### config.mk
export PLATFORM = sky130hd
export DESIGN_NAME = exc_entry_ctrl
export DESIGN_NICKNAME = d
export VERILOG_FILES = /design/src/rtl/exc_pkg.sv /design/src/rtl/exc_decode.sv /design/src/rtl/exc_vector.sv /design/src/rtl/exc_cp0_regs.sv /design/src/rtl/exc_entry_ctrl.sv
export SDC_FILE = /design/constraint.sdc
export NUM_CORES = 1
export LEC_CHECK = 0
export ABC_AREA = 0
export BUFFER_PORTS_ARGS = -buffer_cell sky130_fd_sc_hd__buf_2
export CAP_MARGIN = 20
export CORE_MARGIN = 1.5
export CORE_UTILIZATION = 33
export CTS_BUF_LIST = sky130_fd_sc_hd__clkbuf_2
export DETAILED_ROUTE_END_ITERATION = 8
export GPL_TIMING_DRIVEN = 0
export PLACE_DENSITY = 0.67
export SYNTH_ARGS = -nofsm -noshare
export SYNTH_HDL_FRONTEND = slang
export SYNTH_SLANG_ARGS = --single-unit
### constraint.sdc
create_clock -name clk -period 3.4 [get_ports clk]
set_input_delay 0.17 -clock clk [delete_from_list [all_inputs] [get_ports clk]]
set_output_delay 0.17 -clock clk [all_outputs]
set_load 0.01 [all_outputs]
### src/rtl/exc_pkg.sv
package exc_pkg;

    localparam int XLEN    = 32;
    localparam int KIND_W  = 4;
    localparam int CODE_W  = 5;
    localparam int COP_W   = 2;
    localparam int ASID_W  = 8;
    localparam int SRS_W   = 4;
    localparam int VPN_LSB = 13;
    localparam int VPN2_W  = XLEN - VPN_LSB;

    localparam logic [XLEN-1:0] INSN_BYTES = 32'd4;
    localparam logic [XLEN-1:0] BOOT_PC    = 32'hBFC0_0000;
    localparam logic [XLEN-1:0] OVF_BOOT   = 32'hBFC0_0200;
    localparam logic [XLEN-1:0] GEN_OFS    = 32'h0000_0180;
    localparam logic [XLEN-1:0] IRQ_OFS    = 32'h0000_0200;

    typedef enum logic [KIND_W-1:0] {
        K_IRQ       = 4'd0,
        K_TLB_MOD   = 4'd1,
        K_TLBI_LD   = 4'd2,
        K_TLBI_ST   = 4'd3,
        K_REFILL_LD = 4'd4,
        K_REFILL_ST = 4'd5,
        K_ADE_LD    = 4'd6,
        K_ADE_ST    = 4'd7,
        K_SYSCALL   = 4'd8,
        K_BREAK     = 4'd9,
        K_RESV      = 4'd10,
        K_COPU      = 4'd11,
        K_OVF       = 4'd12,
        K_TRAP      = 4'd13
    } exc_kind_e;

    typedef enum logic [1:0] {
        VEC_GEN,
        VEC_REFILL,
        VEC_IRQ,
        VEC_OVF
    } vec_sel_e;

    typedef struct packed {
        logic              legal;
        logic [CODE_W-1:0] code;
        vec_sel_e          vsel;
        logic              ld_bva;
        logic              ld_tlb;
        logic              ld_ce;
    } exc_class_t;

    typedef struct packed {
        logic [XLEN-1:0] pc;
        logic [XLEN-1:0] npc;
        logic [XLEN-1:0] nnpc;
    } redirect_t;

    function automatic exc_class_t classify(logic [KIND_W-1:0] k);
        exc_class_t c;
        c        = '0;
        c.vsel   = VEC_GEN;
        c.legal  = 1'b1;
        case (k)
            K_IRQ:       begin c.code = 5'h00; c.vsel = VEC_IRQ; end
            K_TLB_MOD:   begin c.code = 5'h01; c.ld_bva = 1'b1; c.ld_tlb = 1'b1; end
            K_TLBI_LD:   begin c.code = 5'h02; c.ld_bva = 1'b1; c.ld_tlb = 1'b1; end
            K_TLBI_ST:   begin c.code = 5'h03; c.ld_bva = 1'b1; c.ld_tlb = 1'b1; end
            K_REFILL_LD: begin c.code = 5'h02; c.ld_bva = 1'b1; c.ld_tlb = 1'b1;
                               c.vsel = VEC_REFILL; end
            K_REFILL_ST: begin c.code = 5'h03; c.ld_bva = 1'b1; c.ld_tlb = 1'b1;
                               c.vsel = VEC_REFILL; end
            K_ADE_LD:    begin c.code = 5'h04; c.ld_bva = 1'b1; end
            K_ADE_ST:    begin c.code = 5'h05; c.ld_bva = 1'b1; end
            K_SYSCALL:   c.code = 5'h08;
            K_BREAK:     c.code = 5'h09;
            K_RESV:      c.code = 5'h0A;
            K_COPU:      begin c.code = 5'h0B; c.ld_ce = 1'b1; end
            K_OVF:       begin c.code = 5'h0C; c.vsel = VEC_OVF; end
            K_TRAP:      c.code = 5'h0D;
            default:     c.legal = 1'b0;
        endcase
        return c;
    endfunction

endpackage

### src/rtl/exc_decode.sv
module exc_decode
    import exc_pkg::*;
(
    input  logic [KIND_W-1:0] kind,
    output exc_class_t        cls
);
    always_comb cls = classify(kind);
endmodule

### src/rtl/exc_vector.sv
module exc_vector
    import exc_pkg::*;
#(
    parameter logic [XLEN-1:0] GEN_OFFSET = GEN_OFS,
    parameter logic [XLEN-1:0] IRQ_OFFSET = IRQ_OFS,
    parameter logic [XLEN-1:0] OVF_FIXED  = OVF_BOOT
) (
    input  vec_sel_e        vsel,
    input  logic [XLEN-1:0] ebase,
    input  logic            exl_prev,
    input  logic            bev,
    input  logic            iv,
    output redirect_t       target
);
    logic [XLEN-1:0] base;
    logic [XLEN-1:0] gen_base;

    assign gen_base = ebase + GEN_OFFSET;

    always_comb begin
        case (vsel)
            VEC_REFILL: base = exl_prev ? gen_base : ebase;
            VEC_IRQ:    base = iv ? (ebase + IRQ_OFFSET) : gen_base;
            VEC_OVF:    base = bev ? OVF_FIXED : gen_base;
            default:    base = gen_base;
        endcase
        target.pc   = base;
        target.npc  = base + INSN_BYTES;
        target.nnpc = base + (INSN_BYTES << 1);
    end
endmodule

### src/rtl/exc_cp0_regs.sv
module exc_cp0_regs
    import exc_pkg::*;
(
    input  logic              clk,
    input  logic              rst,
    input  logic              accept,
    input  exc_class_t        cls,
    input  redirect_t         target,
    input  logic [XLEN-1:0]   req_pc,
    input  logic [XLEN-1:0]   req_npc,
    input  logic [XLEN-1:0]   req_badva,
    input  logic [COP_W-1:0]  req_cop,
    input  logic [ASID_W-1:0] req_asid,
    input  logic              cfg_bev,
    input  logic [SRS_W-1:0]  cfg_ess,
    output logic              redirect_q,
    output redirect_t         pc_q,
    output logic              exl_q,
    output logic              cu1_q,
    output logic [XLEN-1:0]   epc_q,
    output logic [CODE_W-1:0] code_q,
    output logic              bd_q,
    output logic [COP_W-1:0]  ce_q,
    output logic [XLEN-1:0]   bva_q,
    output logic [VPN2_W-1:0] vpn2_q,
    output logic [ASID_W-1:0] asid_q,
    output logic [VPN2_W-1:0] ctx_vpn2_q,
    output logic [SRS_W-1:0]  pss_q,
    output logic [SRS_W-1:0]  css_q
);
    logic in_slot;
    logic srs_switch;

    assign in_slot    = (req_pc + INSN_BYTES) != req_npc;
    assign srs_switch = !exl_q && !cfg_bev;

    always_ff @(posedge clk) begin
        if (rst) begin
            redirect_q  <= 1'b0;
            pc_q.pc     <= BOOT_PC;
            pc_q.npc    <= BOOT_PC + INSN_BYTES;
            pc_q.nnpc   <= BOOT_PC + (INSN_BYTES << 1);
            exl_q       <= 1'b0;
            cu1_q       <= 1'b1;
            epc_q       <= '0;
            code_q      <= '0;
            bd_q        <= 1'b0;
            ce_q        <= '0;
            bva_q       <= '0;
            vpn2_q      <= '0;
            asid_q      <= '0;
            ctx_vpn2_q  <= '0;
            pss_q       <= '0;
            css_q       <= '0;
        end else begin
            redirect_q <= accept;
            if (accept) begin
                pc_q   <= target;
                exl_q  <= 1'b1;
                epc_q  <= in_slot ? (req_pc - INSN_BYTES) : req_pc;
                bd_q   <= in_slot;
                code_q <= cls.code;
                ce_q   <= cls.ld_ce ? req_cop : '0;
                if (cls.ld_bva) bva_q <= req_badva;
                if (cls.ld_tlb) begin
                    vpn2_q     <= req_badva[XLEN-1:VPN_LSB];
                    ctx_vpn2_q <= req_badva[XLEN-1:VPN_LSB];
                    asid_q     <= req_asid;
                end
                if (srs_switch) begin
                    pss_q <= css_q;
                    css_q <= cfg_ess;
                end
            end
        end
    end


    boot_seq_chk: assert property (@(posedge clk)
        rst |=> (pc_q.pc == BOOT_PC && pc_q.nnpc == BOOT_PC + 32'd8 && cu1_q && !exl_q && !redirect_q));


    exl_set_chk: assert property (@(posedge clk) disable iff (rst)
        accept |=> exl_q);


    epc_rewind_chk: assert property (@(posedge clk) disable iff (rst)
        accept |=> (bd_q == (($past(req_pc) + 32'd4) != $past(req_npc)))
                   && (epc_q == (bd_q ? $past(req_pc) - 32'd4 : $past(req_pc))));


    redir_seq_chk: assert property (@(posedge clk) disable iff (rst)
        redirect_q |-> (pc_q.npc == pc_q.pc + 32'd4 && pc_q.nnpc == pc_q.pc + 32'd8));


    idle_hold_chk: assert property (@(posedge clk) disable iff (rst)
        !accept |=> (!redirect_q && $stable(epc_q) && $stable(pc_q) && $stable(code_q) && $stable(css_q)));
endmodule

### src/rtl/exc_entry_ctrl.sv
module exc_entry_ctrl
    import exc_pkg::*;
(
    input  logic              clk,
    input  logic              rst,
    input  logic              req_valid,
    input  logic [KIND_W-1:0] req_kind,
    input  logic [XLEN-1:0]   req_pc,
    input  logic [XLEN-1:0]   req_npc,
    input  logic [XLEN-1:0]   req_badva,
    input  logic [COP_W-1:0]  req_cop,
    input  logic [ASID_W-1:0] req_asid,
    input  logic [XLEN-1:0]   cfg_ebase,
    input  logic              cfg_bev,
    input  logic              cfg_iv,
    input  logic [SRS_W-1:0]  cfg_ess,
    output logic              redirect,
    output logic [XLEN-1:0]   pc_o,
    output logic [XLEN-1:0]   npc_o,
    output logic [XLEN-1:0]   nnpc_o,
    output logic              st_exl,
    output logic              st_cu1,
    output logic [XLEN-1:0]   epc_o,
    output logic [CODE_W-1:0] cause_code,
    output logic              cause_bd,
    output logic [COP_W-1:0]  cause_ce,
    output logic [XLEN-1:0]   badva_o,
    output logic [VPN2_W-1:0] ehi_vpn2,
    output logic [ASID_W-1:0] ehi_asid,
    output logic [VPN2_W-1:0] ctx_badvpn2,
    output logic [SRS_W-1:0]  srs_pss,
    output logic [SRS_W-1:0]  srs_css
);
    exc_class_t cls;
    redirect_t  target;
    redirect_t  pc_q;
    logic       accept;

    exc_decode u_decode (
        .kind (req_kind),
        .cls  (cls)
    );

    assign accept = req_valid && cls.legal;

    exc_vector u_vector (
        .vsel     (cls.vsel),
        .ebase    (cfg_ebase),
        .exl_prev (st_exl),
        .bev      (cfg_bev),
        .iv       (cfg_iv),
        .target   (target)
    );

    exc_cp0_regs u_regs (
        .clk        (clk),
        .rst        (rst),
        .accept     (accept),
        .cls        (cls),
        .target     (target),
        .req_pc     (req_pc),
        .req_npc    (req_npc),
        .req_badva  (req_badva),
        .req_cop    (req_cop),
        .req_asid   (req_asid),
        .cfg_bev    (cfg_bev),
        .cfg_ess    (cfg_ess),
        .redirect_q (redirect),
        .pc_q       (pc_q),
        .exl_q      (st_exl),
        .cu1_q      (st_cu1),
        .epc_q      (epc_o),
        .code_q     (cause_code),
        .bd_q       (cause_bd),
        .ce_q       (cause_ce),
        .bva_q      (badva_o),
        .vpn2_q     (ehi_vpn2),
        .asid_q     (ehi_asid),
        .ctx_vpn2_q (ctx_badvpn2),
        .pss_q      (srs_pss),
        .css_q      (srs_css)
    );

    assign pc_o   = pc_q.pc;
    assign npc_o  = pc_q.npc;
    assign nnpc_o = pc_q.nnpc;


    refill_base_chk: assert property (@(posedge clk) disable iff (rst)
        (accept && (req_kind == K_REFILL_LD || req_kind == K_REFILL_ST) && !st_exl)
            |=> (pc_o == $past(cfg_ebase)));


    srs_freeze_chk: assert property (@(posedge clk) disable iff (rst)
        (accept && (st_exl || cfg_bev)) |=> ($stable(srs_css) && $stable(srs_pss)));
endmodule

Yosys cells after proc, flatten, opt, wreduce, memory -nomap -nowiden. Cells that the tools add are included.

Register bits: 205. Bits in latches: 0. RAM bits: 0. Bits in read-only memories: 0. Input bits: 151. Output and inout port bits: 225. Logic and storage cells: 63. Memories: 0.

$add $sub $neg: 6. $mul: 0. Div/mod/pow operators: 0. Order comparisons: 0. Eq/ne operators: 17. Shifts and indexed selects: 0. Mux-type cells: 12. Bitwise gates (word level): 0. Reduce and logical (&&, ||, !) cells: 14.

Operators with widths (count): $mux 32 (4); $pmux 32 s3 (1); $add 32x3->32 const B (2); $pmux 4 s11 (1); $add 32x10->32 const B (1); $add 32x4->32 const B (1); $add 32x9->32 const B (1); $ne 32x32->1 (1); $sub 32x3->32 const B (1); $eq 4x4->1 const B (6); $eq 4x3->1 const B (4); $reduce_or 14->1 (1); $eq 4x2->1 const B (2); $reduce_or 7->1 (1); $pmux 2 s3 (1); $reduce_and 2->1 (3); $reduce_or 2->1 (3); $reduce_or 5->1 (1); $eq 2x2->1 const B (2); $eq 4x1->1 const B (1); $logic_not 4->1 (1); $mux 1 (4); $eq 2x1->1 const B (1); $logic_and 1x1->1 (2); other kinds (2) (3).

Longest topological paths before layout. Gate-level depths: netlist (run 1).

Word-level depth: 6. Gate-level depth with buffers: 15. Mapped depth without buffers: 12.

Modules after synthesis. Synthesis (run 1) repeated with hierarchy kept, for this count alone.

Cell total of the unflattened synthesis: 1520. Area, all modules: 12311.8 um2.

By module, submodules not included: exc_cp0_regs (instances 1, cells each 1064, area an instance 9211.3 um2, seq. area each 4103.9 um2); exc_vector (instances 1, cells each 435, area an instance 2937.8 um2, seq. area each 0.0 um2); exc_decode (instances 1, cells each 20, area an instance 156.4 um2, seq. area each 0.0 um2); exc_entry_ctrl (instances 1, cells each 1, area an instance 6.3 um2, seq. area each 0.0 um2).

Worst setup path before layout (run 1). No wires, ideal clock.

Path kind: reg2reg. Start point: register u_regs.exl_q. End point: register u_regs.pc_q[56] (netlist name). Setup time: 0.122 ns. Arrival time: 2.910 ns. Required time: 3.278 ns. Setup slack: 0.368 ns. Stages on the path, launching flop included: 11. Path buffers: 1. Period minus slack after synthesis: 3.032 ns. Cells stage by stage: dfxtp_1 -> or4b_1 -> buf_2 -> o21ai_2 -> a221oi_2 -> nand2b_4 -> or3b_1 -> and4bb_2 -> nand4_1 -> or3_1 -> o311a_1.

Word-level cells in the longest chain between the ends: 3.

Ends and longest elaborated chain: from (decl) (RTL line exc_cp0_regs.sv:18) `output logic exl_q,`; from (signal assigned) (RTL line exc_cp0_regs.sv:43) `exl_q <= 1'b0;`; from (signal assigned) (RTL line exc_cp0_regs.sv:59) `exl_q <= 1'b1;`; $mux 32 (RTL line exc_vector.sv:22) `VEC_REFILL: base = exl_prev ? gen_base : ebase;`; $pmux 32 s3 (RTL line exc_vector.sv:21) `case (vsel)`; $add 32x3->32 (RTL line exc_vector.sv:28) `target.npc = base + INSN_BYTES;`.

Every way passes these cells. A chain may end at the register's enable or synchronous reset.

Worst setup path in the final report (run 1).
Start point: input req_pc[20]. End point: register u_regs.epc_q[20].

Word-level cells in the longest chain between the ends: 3. Elaborated cells on any way between the ends: 4. Classes of those cells: add/sub (2); eq/ne (1); mux (1).

Ends and longest elaborated chain: from (decl) (RTL line exc_entry_ctrl.sv:8) `input logic [XLEN-1:0] req_pc,`; $add 32x3->32 (RTL line exc_cp0_regs.sv:34) `assign in_slot = (req_pc + INSN_BYTES) != req_npc;`; $ne 32x32->1 (RTL line exc_cp0_regs.sv:34); $mux 32 * (RTL line exc_cp0_regs.sv:60) `epc_q <= in_slot ? (req_pc - INSN_BYTES) : req_pc;`; to (signal assigned) (RTL line exc_cp0_regs.sv:60); to (decl) (RTL line exc_cp0_regs.sv:20) `output logic [XLEN-1:0] epc_q,`.

Every way passes the cells marked *; elsewhere a longest branch is shown, timed or not.

==> results of run 1 <==
registers in the layout (all words and copies together) (netlist names):
register,cells
u_regs.asid_q,8
u_regs.bd_q,1
u_regs.bva_q,32
u_regs.ce_q,2
u_regs.code_q,4
u_regs.css_q,4
u_regs.epc_q,32
u_regs.exl_q,1
u_regs.pc_q,91
u_regs.pss_q,4
u_regs.redirect_q,1
u_regs.vpn2_q,19
stage by stage:
stage / area [um^2] / power (mW) / utilization, % / setup TNS [ps] / cells
3_3_place_gp: 14000 / 3.92 / 40.4 / -28550 / 2337
5_1_grt: 15900 / 5.51 / 45.9 / -196 / 2528
3_5_place_dp: 14000 / 3.94 / 40.4 / -29790 / 2338
6_report: 15900 / 5.26 / 45.9 / 0 / 2529
2_1_floorplan: 11700 / 3.36 / - / 0 / 1533
4_1_cts: 15800 / 5.26 / 45.6 / 0 / 2523
how the worst max path moves through the flow:
stage | startpoint | to | slack, ps | cells after the start
floorplan | u_regs.exl_q$_SDFFE_PP0P_ | u_regs.pc_q[56]$_SDFFE_PP1P_ | 370 | 10
global placement | req_pc[2] | u_regs.epc_q[29]$_SDFFE_PP0P_ | -670 | 15
detailed placement | cfg_ebase[9] | u_regs.pc_q[27]$_SDFFE_PP1P_ | -700 | 12
CTS | u_regs.exl_q$_SDFFE_PP0P_ | u_regs.pc_q[56]$_SDFFE_PP1P_ | 2 | 10
global route | req_pc[20] | u_regs.epc_q[20]$_SDFFE_PP0P_ | -70 | 13
finish | req_pc[20] | u_regs.epc_q[20]$_SDFFE_PP0P_ | 60 | 13
what timing repair did:
| action | CTS | global route |
|---|---|---|
| endpoints found under the hold margin | 167 | 5 |
| hold buffers | 149 | 1 |
| setup endpoints to repair | 29 | 24 |
| resized for setup | 10 | 16 |
| setup buffers | 5 | 5 |
| pin swaps | 3 | 4 |
synth_stat cells (28+ instances only):
| library cell | number |
|---|---|
| nand2_1 | 252 |
| dfxtp_1 | 199 |
| nor2_1 | 130 |
| a21oi_1 | 126 |
| clkbuf_1 | 94 |
| xnor2_1 | 59 |
| o21ai_0 | 50 |
| nand3_1 | 48 |
| xor2_1 | 46 |
| a211oi_1 | 44 |
| nor3_1 | 42 |
| buf_4 | 30 |
| nand4_1 | 30 |
| nor4_1 | 28 |
power breakdown:
part           internal [mW]  switching (mW)  total (mW)
Clock                  0.276           0.897        1.17
Sequential              2.49          0.0973        2.59
Combinational          0.606           0.887        1.49
per-layer routing:
metal	vias to the layer above	track usage [%]
li1	6485	-
met1	6543	34.5
met2	620	42.5
met3	83	4.94
met4	2	9.38
met5	-	0
final cells by class:
| cell class | count | area (um^2) | area share [%] |
|---|---|---|---|
| tap | 455 | 569 | 3.58 |
| antenna | 2 | 5.00 | 0.0314 |
| sequential | 199 | 3990 | 25.0 |
| clock buffer | 18 | 90.1 | 0.566 |
| buffer | 142 | 676 | 4.24 |
| multi-input combinational | 1172 | 7080 | 44.5 |
| inverter | 17 | 63.8 | 0.401 |
| timing repair buffer | 510 | 3330 | 20.9 |
| clock inverter | 14 | 121 | 0.762 |
cell families (layout without fill, tap and decap cells):
group / Yosys count / after routing / share of synthesized area, %
DFF: 199 / 199 / 34.0
and+or+nand+nor: 703 / 703 / 31.0
other: 2 / 4 / 0.0641
xor gates and xnor gates: 105 / 105 / 7.85
adders and majority gates: 6 / 6 / 0.641
AOI/OAI and AO/OA: 338 / 338 / 18.5
buffers and inverters: 162 / 701 / 6.36
muxes: 18 / 18 / 1.57
critical path: stages:
cell and delay, ps:
dlygate4sd3_1 530, clkbuf_1 330, nand4_1 330, or4_1 590
a21oi_1 170, mux2i_1 90, a2111oi_0 310, and4_2 390
buf_2 270, nor4b_1 110, xnor2_1 130, o21ai_0 160
dlygate4sd3_1 570
==> summary.txt, run 1 <==
Outcome
  – Status: complete, no violations

Setup path
  – R2r endpoint: u_regs.pc_q[56]$_SDFFE_PP1P_
  – Class of the most critical setup path: input port to flip-flop
  – R2r startpoint: u_regs.exl_q$_SDFFE_PP0P_
  – Worst endpoint required time: ~4200 ps
  – Crit start category: input port
  – Max FO, Critical Path: 10
  – Reg2Reg Setup Slack: roughly 100 ps
  – Worst setup EP type: flip-flop
  – Worst path arrival time: slightly above 4000 ps
  – Reg2Reg Depth: 11

Synth
  – Synth area leaders: dfxtp_1 34%, nand2_1 8.1%, a21oi_1 5.4%
  – Post-synth top area cell: dfxtp_1
  – Async S/R FF share, synth: 0%
  – Post-synth EDFFs: 0
  – Yosys top cell area share: roughly a third
  – Ys Warns: 0
  – Mapped Area: roughly 0.012 mm^2
  – Post-synth net total: between 1500 and 2000
  – Synth cell types: 90
  – Most used DFF post-synth: dfxtp_1
  – Seq/Total Area, Yosys: about 34%
  – Cells after synthesis: ~1500
  – Synth Register Bits: slightly below 200
  – Mean post-synth cell area: ~7.6 um^2

Timing
  – Max_slew headroom: roughly 25%
  – Hold WS: 53.1 ps
  – Min setup slack post-route: 63.9 ps
  – Fmax: between 0.2 and 0.3 GHz
  – Hold Fails Final Rpt: 0
  – Crit path time final: 3340 ps
  – RSZ-0062 raised after global routing: true
  – Worst slew pin tran: about 1100 ps
  – Post-route clock skew: approximately 56 ps
  – Final setup viols: 0
  – Fin crit share: 98.1%
  – Final Max Tran Viols: 0

CTS
  – CTS sink count: 199
  – H-tree depth: 4
  – CTS tree: built
  – Max Root-Sink Buffers: 2
  – Worst-path clk slew: ~280 ps
  – Clk_lat worst skew: ~900 ps
  – CTS buffer count: 17
  – Clk root buf: clkbuf_2

Die
  – IO Pins: around 380
  – Total die area: between 0.03 and 0.04 mm^2
  – Die Height: 191 um
  – Initial core utilization: between 30% and 40%
  – Core area: between 0.03 and 0.04 mm^2
  – Die width: ~190 um
  – Num rows: a little under 70

Worst hold path
  – Min-Delay Endpoint: u_regs.epc_q[3]$_SDFFE_PP0P_
  – Hold Path Class: input port to flip-flop
  – Worst hold path depth: 6
  – Worst hold start: req_pc[2]

Detailed routing
  – 1st-pass router iterations: 5
  – DR iter-0 viols: around 1100
  – DR vias/cell: 5.43
  – Wl on met1: 21400 um
  – Vias: about 14000
  – Final ANT Viol Nets: 0
  – Met3 WL: 3990 um
  – Routed wl met2: around 23000 um
  – # DRC: 0
  – Routed WL: between 50000 and 60000 um
  – Max layer used: met5
  – Routed WL per cell: slightly below 20 um

GRT
  – Largest net degree at the start of global routing: 18
  – Initial antenna violation count: 2
  – Gr usage total: about a quarter
  – Via count of the first global-routing pass: ~13000
  – First-pass GRT wire length: 73400 um
  – Total congestion overflow: 0

Cells and area
  – Commonest cells after routing, fill and taps aside: 366 x buf_2, 251 x nand2_1, 198 x dfxtp_1, 150 x dlygate4sd3_1, 130 x nor2_1
  – Commonest non-fill, non-tap cell in the layout: buf_2
  – Fin nets: 2216
  – Share of cells above drive strength 1: 23.9%
  – Fill count: between 3000 and 4000
  – Area delta synth->final: 36.0%

Placement
  – IO buf count: 349
  – Place WS: -700 ps
  – Post-DP HPWL: ~38000 um
  – Placer's final routability congestion estimate: roughly 0.98

Job
  – Max Cap Viol: 0

Power and ir drop
  – Pleak: 6.52 nW
  – Maximum VDD drop: 0.207 mV
  – Pwr dens: 330 mW/mm^2
(Power assumes the default switching activity.)
==> run 2: changes to the inputs <==
Clock period 3.4 ns to 4.2 ns, I/O delays scaled along.
==> run 2 against run 1 <==
Die area unchanged. Via count is 1.0% lower. Sequential power down 19%. Sequential share of layout area is 0.57 points higher. Register-to-register slack better by 180 ps. Non-clock buffer count shrank 33. Critical path type unchanged. Highest routed layer is now met4.
==> summary.txt, run 2 (synthesis results as in run 1) <==
CTS
  – Clk root buf: clkbuf_2
  – CTS tree: built
  – CTS sink count: 199 (unchanged)
  – Max Root-Sink Buffers: 2 (unchanged)
  – Worst-path clk slew: 300 ps (+20 ps)
  – H-tree depth: 4 (unchanged)
  – CTS buffer count: 17 (unchanged)
  – Clk_lat worst skew: 910 ps (about the same)
  – Post-CTS setup repair buffer count: 0 (-5)

Die
  – Num rows: 68 (unchanged)
  – Initial core utilization: 33.7% (unchanged)
  – Die Height: 191 um (unchanged)
  – IO Pins: 376 (unchanged)
  – Die width: 191 um (unchanged)
  – Total die area: 0.0366 mm^2 (unchanged)
  – Core area: 0.0347 mm^2 (unchanged)

Detailed routing
  – Vias: 13600 (-1.0%)
  – DR iter-0 viols: 1089 (-2.0%)
  – Routed WL: 49800 um (-0.96%)
  – 1st-pass router iterations: 6 (+1)
  – Routed WL per cell: 20.0 um (+0.35%)
  – # DRC: 0 (unchanged)
  – Final ANT Viol Nets: 0 (unchanged)
  – DR vias/cell: 5.45 (+0.27%)

Setup path
  – Crit-path slowest cell: or4_1
  – Worst path arrival time: 4810 ps (+660 ps)
  – Max FO, Critical Path: 10 (unchanged)
  – Crit start category: input port
  – CP top delay family: buffers and inverters
  – Worst endpoint required time: 5020 ps (+810 ps)
  – Worst setup EP type: flip-flop
  – Critical Path Max Stage Delay: 590 ps (about the same)
  – Buf/Inv on CP: 5 (+1)
  – Most frequent CP cell: dlygate4sd3_1
  – Crit-path cells: dlygate4sd3_1, clkbuf_1, nand4_1, or4_1, a21oi_1, mux2i_1, a2111oi_0, and4_2, clkbuf_4, nor4_2, xnor2_1, dlygate4sd3_1, o21ai_0, dlygate4sd3_1
  – Class of the most critical setup path: input port to flip-flop

Power and ir drop
  – Pwr dens: 272 mW/mm^2 (-18%)
  – Pleak: 6.36 nW (-2.4%)
  – Maximum VDD drop: 0.169 mV (-18%)

Timing
  – Post-route clock skew: 55.9 ps (-0.132 ps)
  – Hold Fails Final Rpt: 0 (unchanged)
  – Worst slew pin tran: 1060 ps (-59.7 ps)
  – Fin crit share: 94.9%
  – Final Max Tran Viols: 0 (unchanged)
  – RSZ-0062 raised after global routing: false
  – Final setup viols: 0 (unchanged)
  – Max_slew headroom: 29.3% (+4.4 points)
  – Hold WS: 91.1 ps (+38.0 ps)
  – Post-Route Setup TNS: 0 ps (unchanged)
  – Crit path time final: around 4000 ps
  – Fmax: around 0.25 GHz

Cells and area
  – Share of cells above drive strength 1: 23.1% (-0.74 points)
  – Fill count: 3595 (+0.48%)
  – Area delta synth->final: 32.8%
  – Fin cells: 2496 (-1.3%)
  – Commonest non-fill, non-tap cell in the layout: buf_2
  – Fin nets: 2183 (-1.5%)
  – Commonest cells after routing, fill and taps aside: 364 x buf_2, 252 x nand2_1, 199 x dfxtp_1, 129 x nor2_1, 129 x dlygate4sd3_1
  – Biggest regs: u_regs.pc_q (91), u_regs.bva_q (32), u_regs.epc_q (32)
  – Max reg flops: 91 (unchanged)
  – Register Area: 0.00398 mm^2 (about the same)
  – Most flops, register: u_regs.pc_q
  – Multi-input logic area: 0.00701 mm^2 (-1.0%)
  – Finished Core Util: 44.8% (-1.1 points)

GRT
  – Initial antenna violation count: 1 (-1)
  – Busiest grt layer: met2
  – Gr usage total: 26.1% (-0.072 points)
  – Largest net degree at the start of global routing: 18 (unchanged)
  – Met2 Usage GRT: 42.2% (-0.29 points)
  – First-pass GRT wire length: 73300 um (-0.15%)
  – GR Util met1: 34.7% (+0.15 points)
  – Met3 usage in global routing: 4.66% (-0.28 points)
  – Via count of the first global-routing pass: 12600 (-0.98%)
  – Total congestion overflow: 0 (unchanged)

Placement
  – IO buf count: 349 (unchanged)
  – DP Cell Count: 2338 (unchanged)
  – Placer's final routability congestion estimate: 0.979 (unchanged)
  – Post-DP HPWL: 38300 um (unchanged)

Outcome
  – Status: complete, no violations

Worst hold path
  – Hold Path Class: input port to flip-flop

Job
  – Max Cap Viol: 0 (unchanged)
## run 2: cell count changes in the layout (fill, tap and decap cells not counted), moves of 2 or more
cell	before	now
dlygate4sd3_1	150	129
buf_4	38	30
a21oi_1	123	126
a21oi_2	3	0
buf_2	366	364
clkbuf_2	21	19
nand4bb_1	0	2
nand4bb_2	2	0
## run 2: repair_timing
item,in CTS,in global routing
setup endpoints to repair,0,12
hold endpoints to repair,147,2
hold buffers,128,1
resized for setup,0,7
## run 2: power by group
part	total (mW)	internal (mW)	switching, mW	leakage (nW)
clock	0.959	0.224	0.736	0.130
sequential	2.10	2.02	0.0793	1.64
combinational	1.18	0.469	0.707	4.60
## run 2: layout make-up
type,instances,share of cell area [%]
Inverter,17,0.410
Multi-Input combinational cell,1172,45.1
Clock buffer,18,0.579
Buffer,140,4.27
Timing Repair Buffer,479,19.6
Sequential cell,199,25.6
Clock inverter,14,0.780
Tap cell,455,3.66
Antenna cell,2,0.0322
## run 2: worst paths after layout
| path | from | to | slack (ps) | cells after the start |
|---|---|---|---|---|
| max reg2reg | u_regs.exl_q$_SDFFE_PP0P_ | u_regs.pc_q[15]$_SDFFE_PP0P_ | 280 | 11 |
| min reg2reg | u_regs.pc_q[41]$_SDFFE_PP0P_ | u_regs.pc_q[41]$_SDFFE_PP0P_ | 470 | 2 |
| min | req_kind[3] | u_regs.code_q[3]$_SDFFE_PP0P_ | 90 | 5 |
| max | req_pc[20] | u_regs.epc_q[31]$_SDFFE_PP0P_ | 210 | 14 |
## run 2: per-stage QoR
| step | power (mW) | worst slack [ps] | area, um^2 |
|---|---|---|---|
| global placement | 3.17 | 88.4 | 14000 |
| floorplan | 2.72 | 1140 | 11700 |
| CTS | 4.24 | 31.2 | 15500 |
| global route | 4.43 | 57.8 | 15500 |
| finish | 4.23 | 213 | 15600 |
| detailed placement | 3.19 | 60.1 | 14000 |
## run 2: layer usage
metal  vias to the layer above  part of all wire, %
met5                         -                    0
met4                         0                  3.5
met3                        85                  7.0
met2                       593                   46
met1                      6492                   44
li1                       6421                    -
## run 2: worst reg2reg max path: cells and delay by family (launching register included)
family                    cells  cell delay [ps]
AOI/OAI and AO/OA             4             1220
xor gates and xnor gates      1              150
buffers and inverters         3             1030
DFF                           1              500
and+or+nand+nor               3             1010
